===== src/rtl/bf16_round_conv.sv =====
module bf16_round_conv #(
  parameter bit REGISTERED = 1'b1
) (
  input  logic        clk,
  input  logic        rst_n,
  input  logic        in_valid,
  input  logic [31:0] in_word,
  output logic        out_valid,
  output logic [31:0] out_word
);

  logic        is_special;
  logic [24:0] rnd_sum;
  logic        carry;
  logic [7:0]  exp_adj;
  logic [6:0]  frac;
  logic [31:0] conv;

  assign is_special = (&in_word[30:23]) | (in_word[30:0] == 31'd0);
  assign rnd_sum    = {1'b0, 1'b1, in_word[22:0]} + 25'h0008000;
  assign carry      = rnd_sum[24];
  assign exp_adj    = in_word[30:23] + {7'd0, carry};
  assign frac       = carry ? rnd_sum[23:17] : rnd_sum[22:16];
  assign conv       = is_special ? {in_word[31:16], 16'h0000}
                                 : {in_word[31], exp_adj, frac, 16'h0000};

  generate
    if (REGISTERED) begin : g_reg
      always_ff @(posedge clk or negedge rst_n) begin
        if (!rst_n) begin
          out_valid <= 1'b0;
          out_word  <= 32'd0;
        end else begin
          out_valid <= in_valid;
          if (in_valid) out_word <= conv;
        end
      end
    end else begin : g_comb
      assign out_valid = in_valid;
      assign out_word  = conv;
    end
  endgenerate

endmodule


===== config.mk =====
export PLATFORM = sky130hd
export DESIGN_NAME = bf16_round_conv
export DESIGN_NICKNAME = d
export VERILOG_FILES = /design/src/rtl/bf16_round_conv.sv
export SDC_FILE = /design/constraint.sdc
export NUM_CORES = 1
export LEC_CHECK = 0
export CAP_MARGIN = 0
export CORE_MARGIN = 2
export CORE_UTILIZATION = 35
export DETAILED_ROUTE_END_ITERATION = 12
export PLACE_DENSITY = 0.78
export SKIP_CTS_REPAIR_TIMING = 1
export SLEW_MARGIN = 25
export SYNTH_ARGS = -nofsm -noshare
export SYNTH_HDL_FRONTEND = slang
export SYNTH_SLANG_ARGS = --single-unit

===== constraint.sdc =====
create_clock -name clk -period 0.8 [get_ports clk]
set_input_delay 0.16 -clock clk [delete_from_list [all_inputs] [get_ports clk]]
set_output_delay 0.16 -clock clk [all_outputs]
set_load 0.005 [all_outputs]

; Word level (Yosys, flattened, before mapping)
; Index checks and enable logic that the tools add are counted.
; W data, S select, Z words.
[totals]
regBits = 33
inputBits = 35
wordCells = 9
out_inout_bits = 33
[op_classes]
reduce_logical = 2
addsub = 2
muxes = 2
n_bitwise = 1
[op_table]
columns = cell, count
row1 = $logic_not A31 Y1, 1
row2 = $mux W31, 1
row3 = $add A24 B16 Y25 const B, 1
row4 = $add A8 B1 Y8, 1
row5 = $reduce_and A8 Y1, 1
row6 = $mux W7, 1
row7 = $or A1 B1 Y1, 1

; Logic depth before layout (Yosys ltp)
; Gate-level depths: netlist (run 1).
[logic_depth]
word_depth = 3
depth_mapped = 9
ltp_nobuf = 7

; Worst setup path before layout (run 1)
; OpenSTA, ideal clock, no wires.
[synth_path]
kind = input-to-reg
from = input port in_word[17]
to = register out_word[25]
setup_ps = 137
setup_slack_ps = -880
t_arrival_ps = 1543
cell_stages = 9
cell_sequence = buf_2 and4_1 and2_1 buf_2 ha_1 ha_1 o211ai_1 xor2_1 a21oi_1
[synth_between]
elab_chain_len = 3
elab_cells_between_ends = 5
cone_classes = 2 x add/sub / 1 x mux / 1 x bitwise / 1 x reduce/logical
[synth_rtl]
columns = item, line
row1 = from (decl), 7  ; input logic [31:0] in_word,
row2 = $add A24 B16 Y25 / $logic_not A31 Y1 (equally long branches), "20, 19"
row3 = $add A8 B1 Y8 / $or A1 B1 Y1 (equally long branches), "22, 19"
row4 = $mux W31 (*), 24  ; assign conv = is_special ? {in_word[31:16], 16'h0000}
row5 = to (signal assigned), 35  ; if (in_valid) out_word <= conv;
row6 = to (decl), 9  ; output logic [31:0] out_word
; Every way passes the cells marked *; elsewhere a longest branch is shown, timed or not.
; A chain may end at the register's enable or synchronous reset.

; Worst setup path in the final report (run 1)
; Ends and elaborated chain as after synthesis.

==> results.toml, run 1 <==
[timing]
min_period_ps = 1214
setup_tns_ps = -7553
setup_viol = 32
skew_ps = 0
rsz0062_at_grt = "yes"
drv_slew = 0
post-route-period-util = 1.517
finalHoldViolations = 0
fmax_mhz = 824.0
setup_ws_ps = -413.6

[logic_synthesis]
synthTopCellsByCount = "dfrtp_1 (17), buf_4 (16), nand3_1 (10)"
ys_types = 43
syn_area_mm2 = 0.001247
yosysTopAreaCell = "dfrtp_1"
synth_top_area_frac = 0.3410
seq_area_frac_synth = 0.3410
synth_edf_count = 0
synth.most_common_cell = "dfrtp_1"
synth.ff_latch_count = 17
synth.area.top_cells = "dfrtp_1 (34%), buf_4 (9.6%), nand3_1 (4.0%)"
async_flop_share = 1.000
synth_area_per_cell_um2 = 9.172
synthCells = 136
ys_warn_count = 0
ys.flop_type = "dfrtp_1"

[detailed_routing]
via_per_inst = 5.034
drt-total-wl_um = 4428
firstDrtPassIters = 4
ant_nets = 0
vias = 1480
post-route-drc-count = 0
routedWlPerCell_um = 15.06
drt_iter0_markers = 48

[clock_tree]
clk_latency_ps = 310
cts_tree = "done"
cts.sinks = 17
cts_htree_levels = 1
clk_pin_slew_worst_paths_ps = 100
cts_root_buffer = "clkbuf_4"
clk_path_buf_depth = 2
cts_inserted_buffers = 3

[die]
fp-row-count = 21
initial_utilization = 0.3680
die_width_um = 63.70
die_height_um = 63.70
pin_count = 68
fp.coreArea_mm2 = 0.003390
die-area_mm2 = 0.004058

[setup_path]
critical_path_class = "in2reg"
crit_path_cell_trace = "buf_6 > buf_6 > nor4_4 > nand4_2 > buf_6 > o211ai_1 > xor2_1 > a21oi_1"
crit_top_cell = "buf_6"
cp_num_cells = 8
reg2reg_to = "out_word[30]"
cp_max_fo = 3
reg2reg_slack_ps = -200
cpPeakStageDelay_ps = 240
cp-end-kind = "flop"
slowest_stage = "nor4_4"
critPathCapture = "out_word[25]"
r2r-start = "out_word[30]"
crit_family = "simple AND/OR/NAND/NOR gates"
worstPathArrival_ps = 1410
cp-startpoint = "in_word[17]"
required_ps = 1000
start_kind = "input port"
reg2reg_depth = 4
cp_num_buf_inv = 3

[power]
p_leak_nw = 1.196
p_per_area_mw_per_mm2 = 993.9
peakVddDrop_mv = 0.4528

[placement]
placed_cells = 271
io_buffers = 51
gp_congestion = 0.8776
hpwlAfterDp_um = 3162

[grt]
grt_pass1_wl_um = 6417
grt_usage = 0.2027
grt-ovfl-total = 0
grt_pass1_vias = 1379
antenna_found_initial = 0
grt_max_degree = 24

[worst_hold_path]
hold_path_class = "in2async"

[final_layout]
fill_cells = 241
insertedDiodeCount = 0
final_layout_size_suffix_gt1_frac = 0.5927
final_nets = 287
syn2layout_area_growth_pct = 96.29
post_layout_nonfiller_instances = 294

[job]
cap_viol_max_count = 0

[outcome]
outcome = "finished, violations left"
violations = "setup timing"
[cells by family (layout without fill, tap and decap cells)]
family | count (synthesis) | in the layout | share of synthesized area
mux | 2 | 2 | 0.01805
other cells | 1 | 16 | 0.003006
flops | 17 | 17 | 0.3410
compound gates | 34 | 34 | 0.1986
simple gates | 49 | 49 | 0.2528
buf+inv | 26 | 123 | 0.1284
xor+xnor | 4 | 4 | 0.02809
fa+ha+maj | 3 | 3 | 0.03009
[how the worst min path moves through the flow]
stage	start	to	slack (ps)
floorplan	rst_n	out_valid	-140
global placement	out_word[31]	out_word[31]	490
detailed placement	out_word[26]	out_word[26]	490
CTS	rst_n	out_word[29]	190
global route	rst_n	out_valid	180
finish	rst_n	out_word[29]	180
[sequential cells by signal, summed over array words and instances, names as in the netlist]
name       flops
out_word      16
out_valid      1
[cells in the final DEF, fill, tap and decap left out, drive strengths merged]
| cell | netlist | routed |
|---|---|---|
| a21oi | 9 | 9 |
| a22o | 1 | 1 |
| a311oi | 1 | 1 |
| a31oi | 6 | 6 |
| a41o | 1 | 1 |
| a41oi | 1 | 1 |
| and2 | 1 | 1 |
| and3 | 4 | 4 |
| and4 | 4 | 4 |
| buf | 18 | 74 |
| clkbuf | 3 | 30 |
| clkdlybuf4s50 | 0 | 2 |
| conb | 1 | 16 |
| dfrtp | 17 | 17 |
| dlymetal6s2s | 0 | 12 |
| ha | 3 | 3 |
| inv | 4 | 5 |
| mux2 | 2 | 2 |
| nand2 | 7 | 7 |
| nand3 | 10 | 10 |
| nand4 | 5 | 5 |
| nor2 | 9 | 9 |
| nor3 | 1 | 1 |
| nor4 | 7 | 7 |
| o2111ai | 1 | 1 |
| o211ai | 2 | 2 |
| o21ai | 5 | 5 |
| o21bai | 1 | 1 |
| o221ai | 1 | 1 |
| o2bb2ai | 1 | 1 |
| o311ai | 3 | 3 |
| o31a | 1 | 1 |
| or2 | 1 | 1 |
| xnor2 | 1 | 1 |
| xor2 | 3 | 3 |
[metrics by stage]
| step | setup WS [ps] | total power [W] | instance area, um2 | hold slack, ps | utilization |
|---|---|---|---|---|---|
| 2_1_floorplan | -650.2 | 0.001283 | 1386 | -135.6 | - |
| 3_3_place_gp | -1121 | 0.001853 | 2151 | 490.7 | 0.6346 |
| 3_5_place_dp | -1154 | 0.001877 | 2151 | 493.1 | 0.6346 |
| 4_1_cts | -838.7 | 0.002349 | 2177 | 193.8 | 0.6423 |
| 5_1_grt | -438.3 | 0.002562 | 2449 | 178.3 | 0.7224 |
| 6_report | -413.6 | 0.002434 | 2449 | 182.4 | 0.7224 |
[layout make-up]
| type | instances | area, um2 | share of cell area |
|---|---|---|---|
| Clock buffer | 4 | 26.28 | 0.01073 |
| Inverter | 5 | 18.77 | 0.007665 |
| Multi-Input combinational cell | 108 | 942.2 | 0.3848 |
| Sequential cell | 17 | 425.4 | 0.1737 |
| Tap cell | 46 | 57.56 | 0.02351 |
| Timing Repair Buffer | 114 | 978.4 | 0.3996 |
[report_power, final]
group,switching (W),leakage [nW],internal [W],total [W]
logic,0.000403,0.982,0.000563,0.000966
clock network,0.000289,0.0150,0.000195,0.000484
registers,0.0000445,0.199,0.000940,0.000984
total,0.000736,1.20,0.00170,0.00243
[metal layers]
metal  share of wire  global-route usage  vias to the layer above  wire length (um)
met5               0                   0                        -                 0
met4           0.030              0.1033                        0               132
met3           0.042             0.01250                        9               184
met2            0.52              0.3539                       59              2318
met1            0.40              0.2503                      703              1793
li1                -                   -                      709                 -
[worst reg2reg max path: cells and delay by family, from the launching register on]
| kind | cells | cell delay [ps] |
|---|---|---|
| buf+inv | 2 | 250 |
| compound gates | 2 | 240 |
| flops | 1 | 390 |
Power figures use the tool's default switching activity.
==> run 2: changes to the inputs <==
--- a/config.mk
+++ b/config.mk
@@ -5,6 +5,7 @@
 export SDC_FILE = /design/constraint.sdc
 export NUM_CORES = 1
 export LEC_CHECK = 0
+export ABC_CLOCK_PERIOD_IN_PS = 800
 export CAP_MARGIN = 0
 export CORE_MARGIN = 2
 export CORE_UTILIZATION = 35
==> results of run 2 <==
The final DEF is identical to that of run 1; final timing and power are the same.
